[config.mk]
export PLATFORM = sky130hd
export DESIGN_NAME = dcount_timer
export DESIGN_NICKNAME = d
export VERILOG_FILES = /design/src/rtl/dtm_pkg.sv /design/src/rtl/dtm_edge_sync.sv /design/src/rtl/dtm_prescaler.sv /design/src/rtl/dtm_downcount.sv /design/src/rtl/dcount_timer.sv
export SDC_FILE = /design/constraint.sdc
export NUM_CORES = 1
export LEC_CHECK = 0
export ABC_AREA = 1
export BUFFER_PORTS_ARGS = -buffer_cell sky130_fd_sc_hd__buf_4
export CORE_UTILIZATION = 52
export CTS_BUF_LIST = sky130_fd_sc_hd__clkbuf_4 sky130_fd_sc_hd__clkbuf_8
export CTS_CLUSTER_SIZE = 40
export DETAILED_ROUTE_END_ITERATION = 7
export PLACE_DENSITY = 0.77
export REMOVE_ABC_BUFFERS = 1
export SLEW_MARGIN = 20
export SYNTH_ARGS = -nofsm -noshare
export SYNTH_HDL_FRONTEND = slang
export SYNTH_HIERARCHICAL = 1
export SYNTH_SLANG_ARGS = --single-unit
[constraint.sdc]
create_clock -name clk -period 1.5 [get_ports clk]
set_input_delay 0.15 -clock clk [delete_from_list [all_inputs] [get_ports clk]]
set_output_delay 0.15 -clock clk [all_outputs]
set_load 0.01 [all_outputs]
[src/rtl/dtm_pkg.sv]
package dtm_pkg;
  localparam int CNT_W = 8;
  localparam int PRE_W = 7;
  localparam int SEL_W = 3;

  typedef struct packed {
    logic             flag;
    logic             mask;
    logic             gate;
    logic             ext;
    logic             pclr;
    logic [SEL_W-1:0] sel;
  } ctrl_t;

  // low-order prescaler bits that must all be one for tap k to fire
  function automatic logic [PRE_W-1:0] tap_mask(input logic [SEL_W-1:0] k);
    logic [PRE_W:0] one_hot;
    one_hot = (PRE_W+1)'(1) << k;
    return PRE_W'(one_hot - 1'b1);
  endfunction

  function automatic logic tap_hit(input logic [PRE_W-1:0] cnt,
                                   input logic [SEL_W-1:0] k);
    return (cnt & tap_mask(k)) == tap_mask(k);
  endfunction
endpackage

[src/rtl/dtm_edge_sync.sv]
module dtm_edge_sync #(
  parameter int STAGES = 2
) (
  input  logic clk,
  input  logic rst_n,
  input  logic pin,
  output logic pin_lvl,
  output logic pin_rise
);
  logic [STAGES:0] chain;

  always_ff @(posedge clk or negedge rst_n) begin
    if (!rst_n) chain <= '0;
    else        chain <= {chain[STAGES-1:0], pin};
  end

  assign pin_lvl  = chain[STAGES-1];
  assign pin_rise = chain[STAGES-1] & ~chain[STAGES];

  assert_rise_single_R8: assert property (@(posedge clk) disable iff (!rst_n)
    pin_rise |=> !pin_rise);
endmodule

[src/rtl/dtm_prescaler.sv]
module dtm_prescaler
  import dtm_pkg::*;
(
  input  logic             clk,
  input  logic             rst_n,
  input  logic             src_tick,
  input  logic             clr,
  input  logic [SEL_W-1:0] sel,
  output logic             fire
);
  logic [PRE_W-1:0] cnt;

  always_ff @(posedge clk or negedge rst_n) begin
    if (!rst_n)        cnt <= '0;
    else if (clr)      cnt <= '0;
    else if (src_tick) cnt <= cnt + 1'b1;
  end

  assign fire = src_tick & ~clr & tap_hit(cnt, sel);

  assert_prescale_clear_R3: assert property (@(posedge clk) disable iff (!rst_n)
    clr |=> cnt == '0);
  assert_no_tick_no_fire_R2: assert property (@(posedge clk) disable iff (!rst_n)
    !src_tick |-> !fire);
endmodule

[src/rtl/dtm_downcount.sv]
module dtm_downcount #(
  parameter int W = 8
) (
  input  logic         clk,
  input  logic         rst_n,
  input  logic         load,
  input  logic [W-1:0] load_val,
  input  logic         dec,
  output logic [W-1:0] cnt,
  output logic         zero_evt
);
  always_ff @(posedge clk or negedge rst_n) begin
    if (!rst_n)    cnt <= '1;
    else if (load) cnt <= load_val;
    else if (dec)  cnt <= cnt - 1'b1;
  end

  assign zero_evt = dec & ~load & (cnt == W'(1));

  assert_load_wins_R10: assert property (@(posedge clk) disable iff (!rst_n)
    load |=> cnt == $past(load_val));
  assert_wrap_R7: assert property (@(posedge clk) disable iff (!rst_n)
    (dec && !load && cnt == '0) |=> cnt == '1);
  assert_idle_hold_R7: assert property (@(posedge clk) disable iff (!rst_n)
    (!dec && !load) |=> $stable(cnt));
endmodule

[src/rtl/dcount_timer.sv]
module dcount_timer
  import dtm_pkg::*;
#(
  parameter int SYNC_STAGES = 2
) (
  input  logic             clk,
  input  logic             rst_n,
  input  logic             clk_en,
  input  logic             tmr_pin,
  input  logic             bus_wr,
  input  logic             bus_addr,
  input  logic [CNT_W-1:0] bus_wdata,
  output logic [CNT_W-1:0] bus_rdata,
  output logic             irq_out
);
  ctrl_t            ctrl_q;
  ctrl_t            wr_fields;
  logic             wr_data, wr_ctrl;
  logic             pin_lvl, pin_rise;
  logic             src_tick, pre_fire, pre_clr, zero_evt;
  logic [CNT_W-1:0] count;

  assign wr_fields = ctrl_t'(bus_wdata);
  assign wr_data   = bus_wr & ~bus_addr;
  assign wr_ctrl   = bus_wr &  bus_addr;
  assign pre_clr   = wr_ctrl & wr_fields.pclr;

  dtm_edge_sync #(.STAGES(SYNC_STAGES)) u_sync (
    .clk(clk), .rst_n(rst_n), .pin(tmr_pin),
    .pin_lvl(pin_lvl), .pin_rise(pin_rise));

  assign src_tick = ctrl_q.ext ? pin_rise
                               : (clk_en & (~ctrl_q.gate | pin_lvl));

  dtm_prescaler u_pre (
    .clk(clk), .rst_n(rst_n), .src_tick(src_tick), .clr(pre_clr),
    .sel(ctrl_q.sel), .fire(pre_fire));

  dtm_downcount #(.W(CNT_W)) u_cnt (
    .clk(clk), .rst_n(rst_n), .load(wr_data), .load_val(bus_wdata),
    .dec(pre_fire), .cnt(count), .zero_evt(zero_evt));

  always_ff @(posedge clk or negedge rst_n) begin
    if (!rst_n) begin
      ctrl_q <= '0;
    end else if (wr_ctrl) begin
      ctrl_q.sel  <= wr_fields.sel;
      ctrl_q.ext  <= wr_fields.ext;
      ctrl_q.gate <= wr_fields.gate;
      ctrl_q.mask <= wr_fields.mask;
      ctrl_q.flag <= zero_evt | (ctrl_q.flag & wr_fields.flag);
    end else begin
      ctrl_q.flag <= ctrl_q.flag | zero_evt;
    end
  end

  assign bus_rdata = bus_addr ? {ctrl_q.flag, ctrl_q.mask, ctrl_q.gate, ctrl_q.ext,
                                 1'b0, ctrl_q.sel}
                              : count;
  assign irq_out   = ctrl_q.flag & ~ctrl_q.mask;

  assert_flag_set_R4: assert property (@(posedge clk) disable iff (!rst_n)
    zero_evt |=> ctrl_q.flag);
  assert_flag_sticky_R4: assert property (@(posedge clk) disable iff (!rst_n)
    (ctrl_q.flag && !wr_ctrl) |=> ctrl_q.flag);
  assert_mask_blocks_R5: assert property (@(posedge clk) disable iff (!rst_n)
    ctrl_q.mask |-> !irq_out);
  assert_irq_holds_R5: assert property (@(posedge clk) disable iff (!rst_n)
    (irq_out && !wr_ctrl) |=> irq_out);
  assert_masked_clear_R6: assert property (@(posedge clk) disable iff (!rst_n)
    (wr_ctrl && wr_fields.mask && ctrl_q.mask) |=> !irq_out);
  assert_ext_ignores_en_R8: assert property (@(posedge clk) disable iff (!rst_n)
    (ctrl_q.ext && !pin_rise) |-> !pre_fire);
  assert_gate_low_R9: assert property (@(posedge clk) disable iff (!rst_n)
    (!ctrl_q.ext && ctrl_q.gate && !pin_lvl) |-> !pre_fire);
endmodule

==> out/qor.csv <==
metric,value,unit
totalPowerFinal,0.00209,W
cp_max_fo,6,
yosysSeqAreaShare,42.2,%
tightest_slew,0.318,ns
io_buffers,22,
cp_top_family,simple AND/OR/NAND/NOR gates,
critPathLaunchType,register,
slowest_delay,0.40,ns
synth_cell_type_count,23,
ant_nets,0,
core,2760,um2
slew_headroom,78.8,%
diodes,0,
antenna_found_initial,0,
place_inst,264,
maxCapViolCount,0,
routed_via_density,5.01,
hold_viol_final,0,
drv_slew,0,
worst-path-buf-inv,4,
track_usage,22.9,%
area_growth,29.5,%
wl,3390,um
fp.dieW,55.8,um
clockBufferDepth,2,
first_global_vias,1256,
synth_ff_type,dfrtp_1,
path_class,register to register,
syn_area,1510,um2
clock_latency,0.31,ns
seqCellArea,636,um2
gp_congestion,0.830,
min_path_type,input pin to register,
die_y,55.8,um
fin_nets,265,
fin_setup_tns,-1.12,ns
drtIter0Drc,48,
finalSetupViolations,9,
hold_depth,3,
rr_worst_depth,15,
overflow,0,
cp_common_cell,nand2_2,
violations,setup timing,
drt-pass1-iter-count,4,
clock-sinks,25,
postSynthCellCount,200,
rsz0062_at_grt,yes,
die_area,3120,um2
cts_buffers,3,
synth_edf_count,0,
drive_gt1_share,36.8,%
layout.cells.non_filler,278,
vias,1393,
root_buffer,clkbuf_4,
powerDensity,1070,nW/um2
drc,0,
synth_warnings,6,
cts_tree,built,
htree_levels,1,
required,1.77,ns
ir_drop,0.783,mV
worstPathArrival,1.93,ns
fin_skew,0.00151,ns
synth-async-reset-ratio,100,%
hpwlAfterDp,2360,um
synth-seq-cells,25,
crit_chain,inv_1 -> nand2_2 -> nand3_2 -> nand2_2 -> nand2_2 -> a21oi_2 -> nand2_1 -> a21oi_2 -> buf_4 -> inv_4 -> nor2_8 -> nand2_2 -> nor2_1 -> inv_1 -> nand2_1,
grt_max_degree,26,
n_fill_cell,230,
fmax,602,MHz
pre_cts_ws,-0.178,ns
start_util,54.7,%
worst_slack,-0.161,ns
fin_crit,1.66,ns
grt_pass1_wl,5480,um
io_pins,23,
clk_pin_slew,0.14,ns
status,finished with violations,
rows,19,
critical_path.endpoint_type,register,
period_share,111,%
cp.depth,15,
cellLeakagePower,1.03,nW
worst_path_max_delay_cell,dfrtp_1,
multi_input_area,771,um2
syn_avg_cell_area,7.54,um2
drt-wirelength-per-cell,12.2,um
## layer usage
| metal | vias to the layer above | share of wire [%] | GRT usage (%) | wire [um] |
|---|---|---|---|---|
| li1 | 722 | - | - | - |
| met1 | 646 | 44 | 28.4 | 1490 |
| met2 | 23 | 52 | 40.4 | 1760 |
| met3 | 2 | 3.5 | 3.49 | 118 |
| met4 | 0 | 0.53 | 8.01 | 18 |
| met5 | - | 0 | 0 | 0 |
## cell type report
cell class              instances  area share, %
repair buffers                 47           18.5
clock inverters                 1          0.256
well taps                      31           1.99
flip-flops and latches         25           32.5
clock buffers                   3           1.15
multi-input cells             140           39.5
inverters                      31           6.09
## cells in the final DEF (no fill, tap or decap)
master / n
nand2_1: 53
dfstp_2: 8
inv_4: 1
o21ai_1: 3
nand2_4: 1
a22oi_1: 4
clkbuf_4: 3
dfrtp_1: 17
inv_1: 27
a22o_1: 1
nand3_2: 5
buf_6: 1
xnor2_1: 2
clkinv_2: 1
nor2_8: 1
nand4_1: 1
nand3_1: 15
nor2_4: 2
a21oi_1: 6
o211ai_2: 1
buf_4: 44
a21oi_2: 2
nor2_2: 6
o21ai_0: 7
a22oi_2: 1
xor2_1: 1
ha_1: 3
o21ai_2: 1
nor2_1: 14
nand2_2: 10
inv_2: 3
dlygate4sd3_1: 2
## power by group
part	switching [W]	internal, W
Sequential	0.000137	0.000837
Combinational	0.000441	0.000369
Clock	0.000201	0.0000997
Total	0.000779	0.00131
## Yosys cell counts, types with 3 or more instances
cell	n	share of area, %
ha_1	3	2.5
nor2_2	6	2.5
o21ai_0	8	2.7
nor2_1	14	3.5
dfstp_2	8	14
nand3_1	20	6.6
nand2_2	4	1.7
inv_1	29	7.2
dfrtp_1	17	28
a22oi_1	5	2.5
nand2_1	60	15
buf_6	4	3.0
a21oi_1	8	2.7
## repair_timing
action,in CTS,in global routing
gates resized for setup,11,10
pin swaps,8,7
gates cloned,0,0
buffers inserted,5,3
endpoints found under the setup margin,10,12
hold buffers,2,0
endpoints found under the hold margin,26,0
## sequential cells by signal (all words and copies together) (netlist names)
register / flops
u_sync/chain: 3
u_cnt/cnt: 8
u_pre/cnt: 7
ctrl_q: 7
## worst reg2reg max path, delay by kind of cell (launching register included)
kind / cells / cell delay [ns]
buffers and inverters: 4 / 0.30
AND/OR/NAND/NOR: 9 / 0.69
AO/OA/AOI/OAI: 2 / 0.22
flip-flops: 1 / 0.40
## cell families (layout without fill, tap and decap cells)
kind of cell,Yosys count,after routing,synth area share (%)
AOI/OAI and AO/OA,26,26,10.5
xor gates and xnor gates,3,3,1.74
adders and majority gates,3,3,2.49
buffers and inverters,35,82,10.7
DFF,25,25,42.2
and+or+nand+nor,108,108,32.4
## through the flow
step / area, um2 / util, % / hold slack, ns
after detailed placement: 1780 / 64.5 / 0.0690
after CTS: 1900 / 68.9 / 0.0441
after global routing: 1950 / 70.8 / 0.0660
after floorplan: 1460 / - / -0.146
after global placement: 1780 / 64.5 / 0.0719
final: 1950 / 70.8 / 0.0628
## path summary, 6_finish.rpt
kind	startpoint	endpoint	slack (ns)
min	bus_wdata[4]	ctrl_q[4]$_DFFE_PN0N_	0.06
min reg2reg	u_sync/chain[0]$_DFF_PN0_	u_sync/chain[1]$_DFF_PN0_	0.36
max	u_sync/chain[1]$_DFF_PN0_	ctrl_q[7]$_DFF_PN0_	-0.16
max reg2reg	u_sync/chain[1]$_DFF_PN0_	ctrl_q[7]$_DFF_PN0_	-0.16
min in group asynchronous	rst_n	u_pre/cnt[1]$_DFFE_PN0P_	0.25
max in group asynchronous	rst_n	u_cnt/cnt[7]$_DFFE_PN1P_	0.96
No activity file was read; power rests on OpenSTA's default activity.
